--- src/rtl/idle_timer_pkg.sv ---
package idle_timer_pkg;
  // Strobes from control to datapath; at most one is high in a cycle.
  typedef struct packed {
    logic load;    // start-count write: store and load
    logic reload;  // enabled activity: counter <= start count
    logic dec;     // minute tick on a nonzero counter
  } cntStrb_t;
endpackage

--- src/rtl/idle_count_dp.sv ---
module idle_count_dp
  import idle_timer_pkg::*;
#(
  parameter int CNT_W = 8
) (
  input  logic             clk,
  input  logic             rstN,
  input  cntStrb_t         strb,
  input  logic [CNT_W-1:0] wrData,
  output logic             cntZero,
  output logic             expirePulse,
  output logic [CNT_W-1:0] cntVal,
  output logic [CNT_W-1:0] startVal
);
  localparam logic [CNT_W-1:0] ONE = CNT_W'(1);

  logic [CNT_W-1:0] startReg;
  logic [CNT_W-1:0] cnt;
  logic             expQ;

  always_ff @(posedge clk) begin
    if (!rstN) begin
      startReg <= '0;
      cnt      <= '0;
      expQ     <= 1'b0;
    end else begin
      expQ <= 1'b0;
      if (strb.load) begin
        startReg <= wrData;
        cnt      <= wrData;
      end else if (strb.reload) begin
        cnt <= startReg;
      end else if (strb.dec) begin
        cnt  <= cnt - ONE;
        expQ <= (cnt == ONE);
      end
    end
  end

  assign cntZero     = (cnt == '0);
  assign expirePulse = expQ;
  assign cntVal      = cnt;
  assign startVal    = startReg;
endmodule

--- src/rtl/idle_count_ctrl.sv ---
module idle_count_ctrl
  import idle_timer_pkg::*;
#(
  parameter int N_ACT = 9,
  parameter int N_BRK = 4
) (
  input  logic             clk,
  input  logic             rstN,
  input  logic             wrStart,
  input  logic             wrActMask,
  input  logic [N_ACT-1:0] actMaskData,
  input  logic             wrBrkMask,
  input  logic [N_BRK-1:0] brkMaskData,
  input  logic             wrMode,
  input  logic             modeData,
  input  logic [N_ACT-1:0] actEvt,
  input  logic [N_BRK-1:0] brkEvt,
  input  logic             minuteTick,
  input  logic             cntZero,
  output cntStrb_t         strb,
  output logic             fastOff,
  output logic             brkHit
);
  logic [N_ACT-1:0] actMask;
  logic [N_BRK-1:0] brkMask;
  logic [N_ACT-1:0] actHitVec;
  logic [N_BRK-1:0] brkHitVec;
  logic             modeQ;
  logic             actHit;

  always_ff @(posedge clk) begin
    if (!rstN) begin
      actMask <= '0;
      brkMask <= '0;
    end else begin
      if (wrActMask) actMask <= actMaskData;
      if (wrBrkMask) brkMask <= brkMaskData;
    end
  end

  // Per-source qualification of the event levels by their enable bits.
  for (genvar i = 0; i < N_ACT; i++) begin : g_act
    assign actHitVec[i] = actEvt[i] & actMask[i];
  end
  for (genvar j = 0; j < N_BRK; j++) begin : g_brk
    assign brkHitVec[j] = brkEvt[j] & brkMask[j];
  end

  assign actHit = |actHitVec;
  assign brkHit = |brkHitVec;

  always_comb begin
    strb.load   = wrStart;
    strb.reload = !wrStart && actHit;
    strb.dec    = !wrStart && !actHit && minuteTick && !cntZero;
  end

  // Mode: software enters Fast Off; an enabled break forces Power On.
  always_ff @(posedge clk) begin
    if (!rstN)       modeQ <= 1'b0;
    else if (brkHit) modeQ <= 1'b0;
    else if (wrMode) modeQ <= modeData;
  end

  assign fastOff = modeQ;
endmodule

--- src/rtl/idle_reload_timer.sv ---
module idle_reload_timer
  import idle_timer_pkg::*;
#(
  parameter int CNT_W = 8,
  parameter int N_ACT = 9,
  parameter int N_BRK = 4
) (
  input  logic             clk,
  input  logic             rstN,
  input  logic             wrStart,
  input  logic [CNT_W-1:0] startData,
  input  logic             wrActMask,
  input  logic [N_ACT-1:0] actMaskData,
  input  logic             wrBrkMask,
  input  logic [N_BRK-1:0] brkMaskData,
  input  logic             wrMode,
  input  logic             modeData,
  input  logic [N_ACT-1:0] actEvt,
  input  logic [N_BRK-1:0] brkEvt,
  input  logic             minuteTick,
  output logic             expirePulse,
  output logic             fastOff
);
  cntStrb_t         strb;
  logic             cntZero;
  logic             brkHit;
  logic [CNT_W-1:0] cntVal;
  logic [CNT_W-1:0] startVal;

  idle_count_ctrl #(.N_ACT(N_ACT), .N_BRK(N_BRK)) u_ctrl (
    .clk(clk), .rstN(rstN), .wrStart(wrStart),
    .wrActMask(wrActMask), .actMaskData(actMaskData),
    .wrBrkMask(wrBrkMask), .brkMaskData(brkMaskData),
    .wrMode(wrMode), .modeData(modeData),
    .actEvt(actEvt), .brkEvt(brkEvt), .minuteTick(minuteTick),
    .cntZero(cntZero), .strb(strb), .fastOff(fastOff), .brkHit(brkHit)
  );

  idle_count_dp #(.CNT_W(CNT_W)) u_dp (
    .clk(clk), .rstN(rstN), .strb(strb), .wrData(startData),
    .cntZero(cntZero), .expirePulse(expirePulse),
    .cntVal(cntVal), .startVal(startVal)
  );
endmodule

--- config.mk ---
export PLATFORM = sky130hd
export DESIGN_NAME = idle_reload_timer
export DESIGN_NICKNAME = d
export VERILOG_FILES = /design/src/rtl/idle_timer_pkg.sv /design/src/rtl/idle_count_dp.sv /design/src/rtl/idle_count_ctrl.sv /design/src/rtl/idle_reload_timer.sv
export SDC_FILE = /design/constraint.sdc
export NUM_CORES = 1
export LEC_CHECK = 0
export ABC_AREA = 0
export CORE_ASPECT_RATIO = 0.9
export CORE_MARGIN = 2
export CORE_UTILIZATION = 50
export CTS_CLUSTER_DIAMETER = 40
export DETAILED_ROUTE_END_ITERATION = 16
export GPL_TIMING_DRIVEN = 0
export PLACE_DENSITY = 0.87
export RECOVER_POWER = 50
export SKIP_LAST_GASP = 1
export SYNTH_ARGS = -nofsm -noshare
export SYNTH_HDL_FRONTEND = slang
export SYNTH_SLANG_ARGS = --single-unit
--- constraint.sdc ---
create_clock -name clk -period 4.4 [get_ports clk]
set_input_delay 0.44 -clock clk [delete_from_list [all_inputs] [get_ports clk]]
set_output_delay 0.44 -clock clk [all_outputs]
set_load 0.01 [all_outputs]
# == Yosys cells after proc, flatten, opt, wreduce, memory -nomap -nowiden ==
# Index checks and enable logic that the tools add are counted.
# totals
ff_bits,31
latch_bits,0
ramBits,0
romBits,0
input_bits,42
output_inout_bits,2
n_memories,0
# op_classes
addsub,1
n_mul,0
div_mod_pow,0
n_lt_le_gt_ge,0
eq_ne,1
shifts,0
n_mux,3
bitwise,15
reduce_logical,12
# op_table
op,count
two-way mux 8 bit,3
AND 1 bit,13
OR reduction 9 bit,1
"equality test 8 x 1 -> 1 bit, second input constant",1
zero test 8 bit,1
"subtractor 8 x 1 -> 8 bit, second input constant",1
OR reduction 5 bit,1
logical AND 1 bit,4
OR reduction 4 bit,1
zero test 1 bit,3
nonzero test 3 bit,1
inverter 1 bit,2

# == Longest topological paths before layout ==
# Gate-level depths: netlist of the first run.
# depth
ltp_word,9
mapped_depth,7
ltp_nobuf,7

# == Hierarchy ==
# Synthesis of the first run repeated with hierarchy kept, for this count alone.
# hier_totals
hier_cells,166
area_unflattened_um2,1524.0
# modules_own_cells
mod,instances,cells_per_inst,area_each_um2,seq_area_each_um2
idle_count_dp,1,110,915.9,340.3
idle_count_ctrl,1,56,608.1,280.3

# == Least setup slack after synthesis of the first run ==
# No wires, ideal clock.
# synth_path
kind,input-to-reg
start,in actEvt[1]
end,"reg u_dp.cnt[2], in the netlist u_dp.cntVal[2]"
setup_ns,0.086
arrival_time_ns,1.723
t_required_ns,4.314
setup_slack_ns,2.590
path_stages,6
n_path_buf,1
path_cell_list,a222oi_1 -> and4_1 -> buf_6 -> nor2_2 -> a311o_1 -> a221oi_2
# synth_via
elab_chain_cells,7
word_cells_on_any_way,10
# synth_rtl
item,line,text
from (decl),idle_reload_timer.sv:18,"input logic [N_ACT-1:0] actEvt,"
AND 1 bit (*),idle_count_ctrl.sv:43,assign actHitVec[i] = actEvt[i] & actMask[i];
OR reduction 9 bit (*),idle_count_ctrl.sv:49,assign actHit = |actHitVec;
zero test 1 bit,idle_count_ctrl.sv:55,strb.dec = !wrStart && !actHit && minuteTick && !cntZero;
logical AND 1 bit (3 in series),idle_count_ctrl.sv:55,
nonzero test 3 bit (no source line),-,
to (signal assigned),idle_count_dp.sv:30,cnt <= wrData;
to (signal assigned),idle_count_dp.sv:32,cnt <= startReg;
to (signal assigned),idle_count_dp.sv:34,cnt <= cnt - ONE;
to (decl),idle_count_dp.sv:18,logic [CNT_W-1:0] cnt;
# Every way passes the cells marked *; elsewhere a longest branch is shown, timed or not.
# A chain may end at the register's enable or synchronous reset.

# == Worst setup path in the final report of the first run ==
# layout_path
start,in actEvt[1]
end,"reg u_dp.cnt[7], in the netlist u_dp.cntVal[7]"
# The elaborated chain is that of the path after synthesis.

==> results.json, run 1 <==
{
  "boundaryPins": 44,
  "cp_slowest_cell": "a222oi_1",
  "crit_path_start_kind": "input pin",
  "p_seq_share_pct": 49.0,
  "end_kind": "register",
  "cts_tree": "built",
  "maxCapViolCount": 0,
  "syn_area_per_cell_sq_um": 9.38,
  "drt_iter0_drc": 60,
  "antenna_cells": 0,
  "htree_levels": 2,
  "holdCritStartpoint": "u_dp.startVal[0]$_SDFFE_PN0P_",
  "area_growth_pct": 33.3,
  "fin_crit_ns": 2.14,
  "clock-sinks": 31,
  "setup_tns_ns": 0,
  "synth_seq_cells": 31,
  "grt_max_degree": 11,
  "cellLeakagePower_nw": 0.790,
  "yosysMostFrequentCell": "dfxtp_1",
  "num_vias": 1400,
  "grt_pass1_vias": 1346,
  "worstSetupPathType": "input pin to register",
  "syn_area_sq_mm": 0.00153,
  "cts.path.max_buffers": 2,
  "fin_crit_sh_pct": 48.6,
  "firstDrtPassIters": 5,
  "clkSlewWorstSetupHoldPaths_ns": 0.10,
  "clockRootBuffer": "clkbuf_4",
  "post-place-ws_ns": 1.93,
  "grt_pass1_wl_um": 5960,
  "fp.dieW_um": 62.3,
  "cts_resized": 0,
  "cts_buffers": 5,
  "setup_viol": 0,
  "drive_gt1_share_pct": 7.14,
  "grt.total_usage_pct": 22.0,
  "power.density_mw_per_mm2": 318,
  "synth_top_area_share_pct": 40.6,
  "grt_setup_unrepaired": "false",
  "final_max_slew_viol_count": 0,
  "die_h_um": 56.5,
  "synth_top_area_cell": "dfxtp_1",
  "layout_setup_ws_ns": 2.26,
  "postCtsSetupBuffers": 0,
  "coreArea_sq_mm": 0.00300,
  "swShare_pct": 28.4,
  "layout.nets": 254,
  "peakVddDrop_mv": 0.174,
  "numPortBuffers": 40,
  "antenna_found_initial": 0,
  "arrival_ns": 2.36,
  "finalHoldViolCount": 0,
  "reg2reg_from": "u_dp.cntVal[0]$_SDFFE_PN0P_",
  "synth_ff_type": "dfxtp_1",
  "gp_congestion": 0.798,
  "clock_latency_ns": 0.34,
  "synth_warnings": 0,
  "start_util_pct": 51.0,
  "rows": 19,
  "cp_max_fo": 10,
  "max_stage_delay_ns": 0.43,
  "relSlewSlack_pct": 58.8,
  "p_clk_share_pct": 26.2,
  "worstPathCellList": "clkdlybuf4s50_1 > a222oi_1 > and4_1 > buf_6 > buf_8 > nand3b_1 > o221ai_1 > a21oi_1",
  "crit_required_ns": 4.63,
  "viasPerCell": 5.56,
  "synthTopCellsByCount": "dfxtp_1, mux2i_1, nor2b_1",
  "synth_seq_area_share_pct": 40.6,
  "syn_inst": 163,
  "crit_start": "actEvt[1]",
  "ys_types": 39,
  "synthesis.nets": 207,
  "route.detailed.drc": 0,
  "synth_edf_count": 0,
  "fmax_ghz": 0.468,
  "detail-route-antenna-nets": 0,
  "wl_per_cell_um": 14.8,
  "fin_skew_ns": 0.00740,
  "status": "finished, final reports clean",
  "hp-class": "register to register",
  "p_comb_share_pct": 24.8,
  "p_switching_mw": 0.184,
  "p_int_mw": 0.463,
  "ctsHoldBuffers": 0,
  "worstMarginPinSlew_ns": 0.619,
  "dieArea_sq_mm": 0.00352,
  "overflow": 0,
  "synthArstFlopShare_pct": 0,
  "drt-total-wl_um": 3730,
  "synth_area_leaders": "dfxtp_1, mux2i_1, nor2b_1, a311o_1, a21boi_0",
  "place_hpwl_um": 2760
}
## layout by cell type, fill, tap and decap left out, types with 7 or more instances in the layout
| cell type | count |
|---|---|
| clkdlybuf4s50_1 | 39 |
| dfxtp_1 | 31 |
| nor2b_1 | 15 |
| mux2i_1 | 15 |
| nand2_1 | 12 |
| clkbuf_1 | 8 |
| nor2_1 | 8 |
| o21ai_0 | 7 |
## per-layer routing
layer	part of all wire [%]	global-route usage, %
met5	0	0
met4	1.7	10.8
met3	5.7	6.21
met2	49	37.9
met1	44	25.3
## final timing paths
check | to | slack [ns] | cells past startpoint
worst max-delay path | u_dp.cntVal[7]$_SDFFE_PN0P_ | 2.26 | 8
worst min-delay path | u_dp.startVal[0]$_SDFFE_PN0P_ | 0.49 | 2
worst max register to register | u_dp.cntVal[7]$_SDFFE_PN0P_ | 2.35 | 7
worst min register to register | u_dp.startVal[0]$_SDFFE_PN0P_ | 0.49 | 2
## layout make-up
cell class | count | area [sq um]
clock inverters | 1 | 5.00
fillers | 246 | 957
inverters | 3 | 11.3
clock buffers | 6 | 51.3
flip-flops and latches | 31 | 621
well taps | 42 | 52.6
multi-input cells | 119 | 841
plain buffers | 10 | 56.3
repair buffers | 40 | 400
## state kept, by name, summed over array words and instances, names as in the netlist
signal            cells
u_ctrl.actMask        9
u_dp.cntVal           8
u_dp.startVal         8
u_ctrl.brkMask        4
u_ctrl.fastOff        1
u_dp.expirePulse      1
## critical path, delay by kind of cell
kind                   cells  cell delay (ns)
AOI/OAI and AO/OA          3             0.77
buffers and inverters      3             0.67
and+or+nand+nor            2             0.48
## power groups by stage
stage / sequential [mW] / combinational (mW) / clock (mW)
2_1_floorplan: 0.318 / 0.101 / 0
3_3_place_gp: 0.321 / 0.154 / 0
3_5_place_dp: 0.323 / 0.159 / 0
4_1_cts: 0.316 / 0.160 / 0.174
5_1_grt: 0.320 / 0.175 / 0.183
6_report: 0.317 / 0.161 / 0.170
## kinds of logic after synthesis
logic type / share of synthesized area (%)
compound gates: 19.7
fa+ha+maj: 1.64
mux: 11.3
simple gates: 21.8
buf+inv: 4.42
xor+xnor: 0.573
flops: 40.6
## through the flow
step	hold slack [ns]	total power, mW	utilization (%)	instances	instance area (sq um)
2_1_floorplan	0.456	0.420	-	163	1530
3_3_place_gp	0.468	0.475	66.2	245	1980
3_5_place_dp	0.475	0.482	66.2	245	1980
4_1_cts	0.492	0.651	68.0	252	2040
5_1_grt	0.535	0.678	68.0	252	2040
6_report	0.491	0.648	68.0	252	2040
No activity file was read; power rests on OpenSTA's default activity.
==> inputs of run 2 (changes only) <==
--- a/config.mk
+++ b/config.mk
@@ -8,11 +8,11 @@
 export ABC_AREA = 0
 export CORE_ASPECT_RATIO = 0.9
 export CORE_MARGIN = 2
-export CORE_UTILIZATION = 50
+export CORE_UTILIZATION = 47
 export CTS_CLUSTER_DIAMETER = 40
 export DETAILED_ROUTE_END_ITERATION = 16
 export GPL_TIMING_DRIVEN = 0
-export PLACE_DENSITY = 0.87
+export PLACE_DENSITY = 0.83
 export RECOVER_POWER = 50
 export SKIP_LAST_GASP = 1
 export SYNTH_ARGS = -nofsm -noshare
==> constraint.sdc (replaced) <==
create_clock -name clk -period 2.12 [get_ports clk]
set_input_delay 0.212 -clock clk [delete_from_list [all_inputs] [get_ports clk]]
set_output_delay 0.212 -clock clk [all_outputs]
set_load 0.01 [all_outputs]
==> run 2 against run 1 <==
- non-clock buffer count unchanged
- routed wire length up 0.91%
- highest routed layer unchanged
- register-to-register slack worse by 2.1 ns
- critical endpoint unchanged
- global-route usage down 0.51 points
- design area up 0.86%
==> results.json, run 2 (synthesis results as in run 1) <==
{
  "status": "finished, final reports clean",
  "drive_gt1_share_pct": 7.58,
  "antenna_cells": 0,
  "fin_skew_ns": 0.00872,
  "fp.dieW_um": 64.1,
  "wl_per_cell_um": 14.9,
  "place_hpwl_um": 2790,
  "detail-route-antenna-nets": 0,
  "r2r-end": "u_dp.cntVal[7]$_SDFFE_PN0P_",
  "largest_register": "u_ctrl.actMask",
  "antenna_found_initial": 0,
  "p_comb_share_pct": 24.0,
  "grt.total_usage_pct": 21.5,
  "firstDrtPassIters": 4,
  "grt_pass1_wl_um": 6200,
  "worstMarginPinSlew_ns": 0.619,
  "coreArea_sq_mm": 0.00309,
  "clock-sinks": 31,
  "fmax_ghz": 0.529,
  "power.density_mw_per_mm2": 675,
  "drt_iter0_drc": 97,
  "holdCritStartpoint": "wrBrkMask",
  "layout_setup_ws_ns": 0.230,
  "cts_buffers": 5,
  "num_vias": 1400,
  "hp-class": "input pin to register",
  "die_h_um": 58.1,
  "cp_max_fo": 10,
  "grt_pass1_vias": 1383,
  "layout.nets": 254,
  "largest_register_ffs": 9,
  "p_int_mw": 1.01,
  "gp_congestion": 0.859,
  "viasPerCell": 5.53,
  "p_clk_share_pct": 28.5,
  "overflow": 0,
  "reg2reg_slack_ns": 0.23,
  "final_common_cell": "clkdlybuf4s50_1",
  "whs_path_depth": 3,
  "clock_latency_ns": 0.33,
  "final_max_slew_viol_count": 0,
  "post-place-ws_ns": -0.0802,
  "htree_levels": 2,
  "reg2reg_from": "u_ctrl.actMask[1]$_SDFFE_PN0P_",
  "end_kind": "register",
  "grt_max_degree": 11,
  "area_growth_pct": 34.5,
  "dieArea_sq_mm": 0.00373,
  "drt-total-wl_um": 3770,
  "swShare_pct": 27.6,
  "grt_setup_unrepaired": "false",
  "clkSlewWorstSetupHoldPaths_ns": 0.10,
  "peakVddDrop_mv": 0.374,
  "relSlewSlack_pct": 58.7,
  "fin_crit_sh_pct": 89.1,
  "rows": 19,
  "worstSetupPathType": "register to register",
  "start_util_pct": 49.5,
  "fin_crit_ns": 1.89,
  "cts_tree": "built",
  "p_seq_share_pct": 47.5,
  "cellLeakagePower_nw": 0.797,
  "clockRootBuffer": "clkbuf_4",
  "worstRegToRegCells": 7,
  "crit_required_ns": 2.35,
  "cts.path.max_buffers": 2,
  "numPortBuffers": 40,
  "arrival_ns": 2.12,
  "maxCapViolCount": 0,
  "finalHoldViolCount": 0,
  "final_cell_mix": "clkdlybuf4s50_1, dfxtp_1, nor2b_1, mux2i_1, nand2_1",
  "setup_viol": 0,
  "crit_path_start_kind": "register",
  "route.detailed.drc": 0,
  "holdPathEnd": "u_ctrl.brkMask[0]$_SDFFE_PN0P_",
  "boundaryPins": 44,
  "setup_tns_ns": 0,
  "p_switching_mw": 0.382
}
run 2: layout make-up:
type	instances	area (sq um)
fillers	252	1030
plain buffers	10	56.3
clock buffers	8	68.8
multi-input cells	119	846
inverters	3	11.3
repair buffers	40	400
well taps	42	52.6
flip-flops and latches	31	621
run 2: power groups by stage:
stage	clock network, mW	registers, mW	logic [mW]
after floorplan	0	0.661	0.211
after global placement	0	0.666	0.320
after detailed placement	0	0.670	0.329
after CTS	0.403	0.657	0.331
after global routing	0.429	0.664	0.364
final	0.396	0.659	0.332
run 2: worst max-delay path by stage:
stage	cells after the start	startpoint	slack, ns	to
final	7	u_ctrl.actMask[1]$_SDFFE_PN0P_	0.23	u_dp.cntVal[7]$_SDFFE_PN0P_
after global routing	7	u_ctrl.actMask[1]$_SDFFE_PN0P_	0.12	u_dp.cntVal[0]$_SDFFE_PN0P_
after CTS	6	u_dp.cntVal[0]$_SDFFE_PN0P_	0.11	u_dp.cntVal[0]$_SDFFE_PN0P_
after detailed placement	8	actEvt[1]	-0.08	u_dp.cntVal[7]$_SDFFE_PN0P_
after global placement	8	actEvt[1]	-0.10	u_dp.cntVal[7]$_SDFFE_PN0P_
after floorplan	7	u_dp.cntVal[0]$_SDFFE_PN0P_	0.35	u_dp.cntVal[4]$_SDFFE_PN0P_
run 2: per-layer routing:
layer,up-vias,part of all wire [%],global-route usage [%]
li1,688,-,-
met1,657,43,25.4
met2,48,50,37.2
met3,7,5.4,5.24
met4,0,1.6,9.73
met5,-,0,0
run 2: critical path, cell delays in order (launching register included):
cell and delay, ns:
dfxtp_1 0.33, a222oi_1 0.39, and4_1 0.27, buf_6 0.14, buf_8 0.13, nand3b_1 0.22, o221ai_1 0.25, a21oi_1 0.06
run 2: what timing repair did:
action	CTS	global route
setup endpoints to repair	0	6
buffers inserted	0	0
hold buffers	0	0
gates resized for setup	0	1
hold endpoints to repair	0	0
run 2: metrics by stage:
step | area [sq um] | utilization, % | cells | total power [mW] | hold slack (ns)
detailed placement | 1980 | 64.1 | 245 | 0.999 | 0.477
floorplan | 1530 | - | 163 | 0.872 | 0.349
CTS | 2050 | 66.4 | 253 | 1.39 | 0.318
global route | 2060 | 66.5 | 253 | 1.46 | 0.324
finish | 2060 | 66.5 | 253 | 1.39 | 0.315
global placement | 1980 | 64.1 | 245 | 0.986 | 0.468
